$ cat src/rtl/bpm_enc_pkg.sv
// Shared state types for the burst Bi-Phase Mark frame encoder.
package bpm_enc_pkg;

    // Frame store states: waiting, collecting bits, holding a closed frame.
    typedef enum logic [1:0] {
        CAP_IDLE    = 2'd0,
        CAP_COLLECT = 2'd1,
        CAP_HOLD    = 2'd2
    } cap_state_e;

    // Cell encoder states.
    typedef enum logic {
        ENC_IDLE = 1'b0,
        ENC_RUN  = 1'b1
    } enc_state_e;

endpackage

$ cat src/rtl/bpm_edge_sync.sv
// Resynchronises the asynchronous bit clock and data into the system clock
// domain and flags rising edges of the bit clock.
// Assumes: both inputs hold each level for at least two system clocks.
// Data passes through the same number of stages as the clock, so the
// sampled bit lines up with the detected edge.
module bpm_edge_sync #(
    parameter int STAGES = 2
) (
    input  logic clk,
    input  logic rst_n,
    input  logic bit_clk_i,
    input  logic bit_dat_i,
    output logic rise_o,
    output logic dat_o
);
    logic [STAGES-1:0] clk_pipe;
    logic [STAGES-1:0] dat_pipe;
    logic              clk_prev;

    // Synchroniser chains, one flop per stage.
    generate
        for (genvar s = 0; s < STAGES; s++) begin : g_stage
            if (s == 0) begin : g_first
                // First stage captures the raw asynchronous inputs.
                always_ff @(posedge clk) begin
                    if (!rst_n) begin
                        clk_pipe[0] <= 1'b0;
                        dat_pipe[0] <= 1'b0;
                    end else begin
                        clk_pipe[0] <= bit_clk_i;
                        dat_pipe[0] <= bit_dat_i;
                    end
                end
            end else begin : g_next
                // Later stages settle the captured levels.
                always_ff @(posedge clk) begin
                    if (!rst_n) begin
                        clk_pipe[s] <= 1'b0;
                        dat_pipe[s] <= 1'b0;
                    end else begin
                        clk_pipe[s] <= clk_pipe[s-1];
                        dat_pipe[s] <= dat_pipe[s-1];
                    end
                end
            end
        end
    endgenerate

    // Delayed copy of the synchronised clock for edge detection.
    always_ff @(posedge clk) begin
        if (!rst_n) clk_prev <= 1'b0;
        else        clk_prev <= clk_pipe[STAGES-1];
    end

    // Rising edge flag and the data bit that belongs to it.
    always_comb begin
        rise_o = clk_pipe[STAGES-1] & ~clk_prev;
        dat_o  = dat_pipe[STAGES-1];
    end

endmodule

$ cat src/rtl/bpm_frame_capture.sv
// Collects sampled bits into a frame store. The frame closes when the last
// bit position is filled, or after GAP_CLKS clocks without a bit-clock edge.
// Unfilled positions stay zero. A closed frame is held until the encoder
// takes it, and edges seen while holding are dropped.
// Assumes: FRAME_BITS >= 2, GAP_CLKS >= 2.
module bpm_frame_capture
    import bpm_enc_pkg::*;
#(
    parameter int FRAME_BITS = 28,
    parameter int GAP_CLKS   = 64
) (
    input  logic                  clk,
    input  logic                  rst_n,
    input  logic                  rise_i,
    input  logic                  dat_i,
    input  logic                  take_i,
    output logic                  ready_o,
    output logic [FRAME_BITS-1:0] frame_o
);
    localparam int IDX_W = $clog2(FRAME_BITS);
    localparam int GAP_W = $clog2(GAP_CLKS + 1);
    localparam logic [IDX_W-1:0] LAST_IDX = IDX_W'(FRAME_BITS - 1);
    localparam logic [GAP_W-1:0] GAP_LAST = GAP_W'(GAP_CLKS - 1);

    cap_state_e            state;
    logic [IDX_W-1:0]      nbits;
    logic [GAP_W-1:0]      gap;
    logic [FRAME_BITS-1:0] store;

    // Frame collection state machine.
    always_ff @(posedge clk) begin
        if (!rst_n) begin
            state <= CAP_IDLE;
            nbits <= '0;
            gap   <= '0;
            store <= '0;
        end else begin
            case (state)
                CAP_IDLE: begin
                    if (rise_i) begin
                        store    <= '0;
                        store[0] <= dat_i;
                        nbits    <= IDX_W'(1);
                        gap      <= '0;
                        state    <= CAP_COLLECT;
                    end
                end
                CAP_COLLECT: begin
                    if (rise_i) begin
                        store[nbits] <= dat_i;
                        gap          <= '0;
                        if (nbits == LAST_IDX) state <= CAP_HOLD;
                        else                   nbits <= nbits + 1'b1;
                    end else if (gap == GAP_LAST) begin
                        state <= CAP_HOLD;
                    end else begin
                        gap <= gap + 1'b1;
                    end
                end
                CAP_HOLD: begin
                    if (take_i) begin
                        state <= CAP_IDLE;
                        nbits <= '0;
                        gap   <= '0;
                    end
                end
                default: state <= CAP_IDLE;
            endcase
        end
    end

    // Hand-off view of the closed frame.
    always_comb begin
        ready_o = (state == CAP_HOLD);
        frame_o = store;
    end

    AST_TAKE_WHEN_HELD: assert property (@(posedge clk) disable iff (!rst_n)
        take_i |-> ready_o);
    AST_GAP_BOUND: assert property (@(posedge clk) disable iff (!rst_n)
        (state == CAP_COLLECT) |-> (gap < GAP_W'(GAP_CLKS)));
    AST_NO_OVERFLOW: assert property (@(posedge clk) disable iff (!rst_n)
        (state == CAP_COLLECT && rise_i && nbits == LAST_IDX) |=> ready_o);

endmodule

$ cat src/rtl/bpm_cell_encoder.sv
// Plays a closed frame onto the line as Bi-Phase Mark cells of 2*HALF_CLKS
// clocks. The line changes level at each cell start, and again at mid-cell
// for a one. After the last cell the line is forced low and busy drops.
// Assumes: the line is low on entry (idle), HALF_CLKS >= 2.
module bpm_cell_encoder
    import bpm_enc_pkg::*;
#(
    parameter int FRAME_BITS = 28,
    parameter int HALF_CLKS  = 4
) (
    input  logic                  clk,
    input  logic                  rst_n,
    input  logic                  ready_i,
    input  logic [FRAME_BITS-1:0] frame_i,
    output logic                  take_o,
    output logic                  line_o,
    output logic                  busy_o
);
    localparam int HC_W   = (HALF_CLKS > 1) ? $clog2(HALF_CLKS) : 1;
    localparam int HALF_W = $clog2(2 * FRAME_BITS);
    localparam logic [HC_W-1:0]   HC_LAST   = HC_W'(HALF_CLKS - 1);
    localparam logic [HALF_W-1:0] HALF_LAST = HALF_W'(2 * FRAME_BITS - 1);

    enc_state_e            state;
    logic [FRAME_BITS-1:0] shreg;
    logic [HC_W-1:0]       hcnt;
    logic [HALF_W-1:0]     half;
    logic                  line_q;

    // Accept a frame only while the line is idle.
    always_comb begin
        take_o = (state == ENC_IDLE) && ready_i;
        line_o = line_q;
        busy_o = (state == ENC_RUN);
    end

    // Half-cell timing and line level generation.
    always_ff @(posedge clk) begin
        if (!rst_n) begin
            state  <= ENC_IDLE;
            shreg  <= '0;
            hcnt   <= '0;
            half   <= '0;
            line_q <= 1'b0;
        end else begin
            case (state)
                ENC_IDLE: begin
                    if (ready_i) begin
                        shreg  <= frame_i;
                        hcnt   <= '0;
                        half   <= '0;
                        line_q <= ~line_q;
                        state  <= ENC_RUN;
                    end
                end
                ENC_RUN: begin
                    if (hcnt == HC_LAST) begin
                        hcnt <= '0;
                        if (!half[0]) begin
                            line_q <= line_q ^ shreg[0];
                            half   <= half + 1'b1;
                        end else if (half == HALF_LAST) begin
                            line_q <= 1'b0;
                            state  <= ENC_IDLE;
                        end else begin
                            line_q <= ~line_q;
                            shreg  <= shreg >> 1;
                            half   <= half + 1'b1;
                        end
                    end else begin
                        hcnt <= hcnt + 1'b1;
                    end
                end
                default: state <= ENC_IDLE;
            endcase
        end
    end

    AST_IDLE_LOW: assert property (@(posedge clk) disable iff (!rst_n)
        !busy_o |-> !line_o);
    AST_HALF_STEADY: assert property (@(posedge clk) disable iff (!rst_n)
        (busy_o && hcnt != '0) |-> $stable(line_o));
    AST_CELL_EDGE: assert property (@(posedge clk) disable iff (!rst_n)
        (busy_o && hcnt == '0 && !half[0]) |-> (line_o != $past(line_o)));
    AST_END_LOW: assert property (@(posedge clk) disable iff (!rst_n)
        $fell(busy_o) |-> !line_o);

endmodule

$ cat src/rtl/bpm_frame_encoder.sv
// Top of the burst Bi-Phase Mark frame encoder: resynchronisation, frame
// collection with zero padding, and fixed-length cell encoding.
// Assumes: system clock at least four times the input bit rate.
module bpm_frame_encoder #(
    parameter int FRAME_BITS  = 28,
    parameter int HALF_CLKS   = 4,
    parameter int GAP_CLKS    = 64,
    parameter int SYNC_STAGES = 2
) (
    input  logic clk,
    input  logic rst_n,
    input  logic bit_clk_i,
    input  logic bit_dat_i,
    output logic line_o,
    output logic busy_o
);
    logic                  rise;
    logic                  dat;
    logic                  ready;
    logic                  take;
    logic [FRAME_BITS-1:0] frame;

    bpm_edge_sync #(.STAGES(SYNC_STAGES)) u_sync (
        .clk       (clk),
        .rst_n     (rst_n),
        .bit_clk_i (bit_clk_i),
        .bit_dat_i (bit_dat_i),
        .rise_o    (rise),
        .dat_o     (dat)
    );

    bpm_frame_capture #(.FRAME_BITS(FRAME_BITS), .GAP_CLKS(GAP_CLKS)) u_cap (
        .clk     (clk),
        .rst_n   (rst_n),
        .rise_i  (rise),
        .dat_i   (dat),
        .take_i  (take),
        .ready_o (ready),
        .frame_o (frame)
    );

    bpm_cell_encoder #(.FRAME_BITS(FRAME_BITS), .HALF_CLKS(HALF_CLKS)) u_enc (
        .clk     (clk),
        .rst_n   (rst_n),
        .ready_i (ready),
        .frame_i (frame),
        .take_o  (take),
        .line_o  (line_o),
        .busy_o  (busy_o)
    );

endmodule

$ cat config.mk
export PLATFORM = sky130hd
export DESIGN_NAME = bpm_frame_encoder
export DESIGN_NICKNAME = d
export VERILOG_FILES = /design/src/rtl/bpm_enc_pkg.sv /design/src/rtl/bpm_edge_sync.sv /design/src/rtl/bpm_frame_capture.sv /design/src/rtl/bpm_cell_encoder.sv /design/src/rtl/bpm_frame_encoder.sv
export SDC_FILE = /design/constraint.sdc
export NUM_CORES = 1
export LEC_CHECK = 0
export ABC_CLOCK_PERIOD_IN_PS = 2100
export BUFFER_PORTS_ARGS = -buffer_cell sky130_fd_sc_hd__buf_2
export CAP_MARGIN = 20
export CORE_MARGIN = 4
export CORE_UTILIZATION = 35
export DETAILED_ROUTE_END_ITERATION = 16
export PLACE_DENSITY = 0.6
export SKIP_LAST_GASP = 1
export SYNTH_ARGS = -nofsm -noshare
export SYNTH_HDL_FRONTEND = slang
export SYNTH_SLANG_ARGS = --single-unit
$ cat constraint.sdc
create_clock -name clk -period 2.1 [get_ports clk]
set_input_delay 0.105 -clock clk [delete_from_list [all_inputs] [get_ports clk]]
set_output_delay 0.105 -clock clk [all_outputs]
set_load 0.02 [all_outputs]
After elaboration in Yosys (flattened, before gate mapping) --
Index checks and enable logic that the tools add are counted.
Cells by class: $add $sub $neg 4, $lt $le $gt $ge 2, equal/unequal tests 18, mux-type cells 45, bitwise logic cells 5, reductions and logical operators 12
Operators with widths (count):
- 2-to-1 mux 28 bit | 6
- case mux 28 bit (2 select lines) | 2
- bitwise mux 28 bit | 1
- 2-to-1 mux 7 bit | 4
- 2-to-1 mux 6 bit | 4
- case mux 7 bit (3 select lines) | 1
- 2-to-1 mux 5 bit | 4
- case mux 5 bit (3 select lines) | 1
- 2-to-1 mux 2 bit | 7
- != test 2 bit (second input constant) | 7
- case mux 6 bit (2 select lines) | 1
- AND reduction 4 bit | 3
- 2-to-1 mux 1 bit | 9
- adder 7 x 1 -> 7 bit (second input constant) | 1
- == test 7 x 6 -> 1 bit (second input constant) | 1
- adder 6 x 1 -> 6 bit (second input constant) | 1
- == test 6 bit (second input constant) | 1
- < comparator 5 x 6 -> 1 bit (second input constant) | 1
- != test 3 x 2 -> 1 bit (second input constant) | 2
- != test 3 bit (second input constant) | 2
- case mux 2 bit (3 select lines) | 1
- AND reduction 3 bit | 2
- adder 5 x 1 -> 5 bit (second input constant) | 1
- demux 1 bit (select 5 bit) | 1
- 17 further kinds | 22
Word-level totals: register bits 85, output and inout bits 2

Depth between registers and ports, before layout --
depth in word-level cells 7, gate-level depth with buffers 7, mapped depth without buffers 6

Cells and area by module --
A second synthesis with hierarchy kept.
Unflattened totals: cell total of the unflattened synthesis 473, area total of the unflattened synthesis 4271.6 um^2
Modules (own cells, without submodules):
- bpm_frame_capture | instances 1, cells an instance 269, area each 2215.9 um^2, seq. area each 840.8 um^2
- bpm_cell_encoder | instances 1, cells an instance 193, area each 1918.1 um^2, seq. area each 760.7 um^2
- bpm_edge_sync | instances 1, cells an instance 11, area each 137.6 um^2, seq. area each 100.1 um^2

Worst setup path before layout --
Ideal clock, no wire load.
path type register -> register, start point register u_cap.state[0], end point register u_cap.gap[3], arrival 1.791 ns, data required time 2.007 ns, path slack 0.216 ns, stages on the path, launching flop included 7, buffers on the path 0, cell sequence dfxtp_1 -> inv_1 -> ha_1 -> a21o_2 -> a21o_4 -> or4_4 -> o311ai_2
On the way: cells in the longest elaborated chain, start to end 4
RTL lines:
- start, declared | RTL line bpm_frame_capture.sv:25 | cap_state_e state;
- start signal, assigned | RTL line bpm_frame_capture.sv:33 | state <= CAP_IDLE;
- start signal, assigned | RTL line bpm_frame_capture.sv:45 | state <= CAP_COLLECT;
- start signal, assigned | RTL line bpm_frame_capture.sv:52 | if (nbits == LAST_IDX) state <= CAP_HOLD;
- == test 2 bit | RTL line bpm_frame_capture.sv:38, bpm_frame_capture.sv:74
- logical AND 1 bit | RTL line bpm_cell_encoder.sv:32 | take_o = (state == ENC_IDLE) && ready_i;
- != test 2 bit (no source line)
- AND reduction 4 bit (no source line)
- end signal, assigned | RTL line bpm_frame_capture.sv:57 | gap <= gap + 1'b1;
- end, declared | RTL line bpm_frame_capture.sv:27 | logic [GAP_W-1:0] gap;
Parallel ways exist; a longest one is shown, timed or not. A chain may end at the register's enable or synchronous reset.

Worst setup path in the final report --
Same ends and word-level chain as after synthesis.

==> metrics.md <==
| Metric | Value |
|---|---|
| Status | finished, final reports clean |
| Post-Syn Instances | about 480 |
| Clock skew | 0.004503 ns |
| Remaining DRCs | 0 |
| PD cells | around 840 mW/mm² |
| Clk pin slew, worst setup/hold paths | roughly 0.06 ns |
| CTS tree | built |
| Post-Synth XOR/XNOR Area | less than 1% |
| Final Max Tran Viols | 0 |
| Remaining antenna violation count | 0 |
| Initial Util | between 30% and 40% |
| Io pins | 6 |
| Post-synthesis simple-gate area fraction | approximately 17% |
| Largest family of logic cells by synthesized area | compound AO/OA/AOI/OAI gates |
| Port bufs | 5 |
| Peak supply drop | 0.3244 mV |
| Area delta synth->final | 10.05% |
| Maximum Capacitance Violations | 0 |
| Leak pwr | between 1.5 and 2 nW |
| First-pass GRT wire length | between 15,000 and 20,000 µm |
| Yosys cell types | 58 |
| Std cell rows | 40 |
| Hold crit path type | in -> reg |
| Worst slew pin tran | 0.6052 ns |
| Worst Path Required | between 2 and 2.5 ns |
| RSZ-0062 raised after global routing | false |
| Synth Cell Area | about 0.0043 mm² |
| Via Count | 3,412 |
| Clock Latency Late Sink | roughly 0.34 ns |
| Final Cycle Share | between 90 and 100% |
| Synth Area in Compound Gates | a little over a quarter |
| Clock Path Buffers | 2 |
| Yosys top cell by area | dfxtp_1 |
| Drt initial violations | slightly above 300 |
| Hold Path Depth | 2 |
| Max H-tree Level | 3 |
| Root buf cell | clkbuf_16 |
| Number of synthesized flops with an enable pin | 0 |
| GRT Total Usage | about an eighth |
| Synth top area cells | dfxtp_1 40%, a211oi_2 6.7%, mux2i_1 6.6%, a21oi_1 4.5%, nand2_1 4.0% |
| Syn nets | approximately 500 |
| DR vias/cell | ~5.5 |
| Critical Path AT | between 2 and 2.5 ns |
| Die Span Y | around 120 µm |
| Drt total wl | roughly 8900 µm |
| Setup violators final | 0 |
| TritonCTS Sinks | 85 |
| CTS resizes | 0 |
| Avg Inst Size Synth | about 9.0 µm² |
| Adder-cell area share of the yosys netlist | between 3 and 4% |
| Hold_buf cts | 2 |
| Largest net degree at the start of global routing | 53 |
| Synth async-reset ratio | 0% |
| Max Fclk | between 500 and 600 MHz |
| Post-CTS Setup Bufs | 0 |
| ANT cells | 0 |
| Final Hold Vio Count | 0 |
| Core area | 0.01196 mm² |
| Num CTS Buffers | 9 |
| CP Max Fanout | 15 |
| Share of the synthesized area in the top cell type | around 40% |
| HPWL Detailed | slightly below 6000 µm |
| Yosys reg bits | 85 |
| FF-to-FF path depth | 6 |
| Drt wl/cell | between 10 and 15 µm |
| Filler cells | about 1,200 |
| Crit. End Element | flop |
| Placer Congestion | a little over 0.8 |
| Layout cell share with drive strength beyond 1 | 14.16% |
| R2R Setup Slk | around 0.12 ns |
| Overall Power | ~3.9 mW |
| Setup CP Type | reg -> reg |
| Register area | 0.001703 mm² |
| DIE AREA | 0.01403 mm² |
| Rel. slew slack | ~60% |
| Tmin final | 1.978 ns |
| Ys flop type | dfxtp_1 |
| NumNets Final | a little under 500 |
| Initial antenna violation count | 0 |
| Seq/Total Area, Yosys | 39.85% |
| Vias in the first global route | 3,259 |
| First-pass DRT Iterations | 4 |
| Grt total ovfl | 0 |
| Die width | approximately 120 µm |
| Crit start category | flop |
| Multi-input logic area | ~0.0023 mm² |
| TNS Setup | 0 ns |
| Mux cell area share after synthesis | under 10% |
| YS warnings | 0 |
## sequential cells by signal (all words and copies together) (netlist names), 2 cells and up
| signal | count |
|---|---|
| u_enc.shreg | 28 |
| u_enc.hcnt | 2 |
| u_cap.frame_o | 28 |
| u_enc.half | 6 |
| u_sync.clk_pipe | 2 |
| u_cap.nbits | 5 |
| u_cap.gap | 7 |
| u_cap.state | 2 |
## Yosys cell counts (2+ instances only)
library cell   n
clkbuf_1      21
or4_1          4
a21o_1         2
nor3_1         7
nand3_1       15
a211oi_2      23
a31oi_1        3
nor4_1         2
buf_4          2
and3b_1        3
and4b_1        2
nand2_1       46
buf_6          5
a21oi_1       38
nand2b_1       3
o2111ai_1      3
o31ai_1        4
a31o_2         2
o22ai_1       10
clkbuf_8       2
nor2_1        40
ha_1          12
mux2i_1       28
nor2b_1        3
buf_2          9
o21ai_0       25
inv_1          9
nor3b_1        4
o211ai_1      20
nand4_1        6
and3_1         2
a211oi_1       6
and2_1         7
dfxtp_1       85
## cell usage in the layout (no fill, tap or decap), types with 2 or more instances in the layout
cell           synthesis  final
a211oi_1               6      6
a211oi_2              23     23
a21o_1                 2      2
a21oi_1               38     38
a31o_2                 2      2
a31oi_1                3      3
and2_1                 7      7
and3_1                 2      2
and3b_1                3      3
and4b_1                2      2
buf_2                  9      5
buf_4                  2     14
bufinv_16              0      2
clkbuf_1              21      3
clkbuf_16              0      9
dfxtp_1               85     84
dlygate4sd3_1          0      2
ha_1                  12     12
inv_1                  9      9
mux2i_1               28     28
nand2_1               46     46
nand2b_1               3      3
nand3_1               15     15
nand4_1                6      6
nor2_1                40     40
nor2b_1                3      3
nor3_1                 7      7
nor3b_1                4      4
nor4_1                 2      2
o2111ai_1              3      3
o211ai_1              20     20
o21ai_0               25     24
o22ai_1               10     10
o31ai_1                4      4
or4_1                  4      4
## worst paths after layout
kind	start	end
worst max-delay path	u_cap.state[0]	u_cap.gap[3]
worst min-delay path	rst_n	u_enc.half[5]
worst max register to register	u_cap.state[0]	u_cap.gap[3]
worst min register to register	u_sync.clk_pipe[0]	u_sync.clk_pipe[1]
## stage by stage
stage | util, % | setup slack, ns | cells | cell area, µm² | hold WS [ns]
floorplan | - | 0.2160 | 477 | 4270 | 0.2323
global placement | 36.64 | 0.2035 | 604 | 4383 | 0.3201
detailed placement | 36.64 | 0.1464 | 604 | 4383 | 0.3239
CTS | 39.29 | 0.1320 | 620 | 4700 | 0.1511
global route | 39.29 | 0.04377 | 620 | 4700 | 0.1875
finish | 39.29 | 0.1216 | 620 | 4700 | 0.1696
## layout make-up
type,instances,area share (%)
clock inverter,2,1.278
clock buffer,12,5.032
timing repair buffer,22,3.621
inverter,10,0.7987
sequential,85,36.24
multi-input combinational,342,49.12
tap,147,3.914
## where the power goes
part           switching (mW)  internal, mW  total (mW)
logic                   0.441         0.201       0.642
clock network           0.595          1.03        1.62
registers              0.0323          1.64        1.67
total                    1.07          2.87        3.94
## cell families after synthesis
logic type                 after synthesis
DFF                                     85
AOI/OAI and AO/OA                      149
adders and majority gates               12
muxes                                   28
xor gates and xnor gates                 2
buffers and inverters                   50
and+or+nand+nor                        151
## layer usage
layer	routed length [µm]	share of wire (%)	GRT usage, %	vias up
met4	179	2.0	7.458	0
met2	4080	46	20.40	79
met1	4257	48	17.46	1594
met5	0	0	0	-
met3	431	4.8	2.057	11
li1	-	-	-	1728
## critical path, stage by stage (launching register included)
cell and delay, ns:
dfxtp_1 0.38, inv_1 0.11, ha_1 0.22, a21o_2 0.23
a21o_4 0.24, or4_4 0.49, o311ai_2 0.21
(Power assumes the default switching activity.)
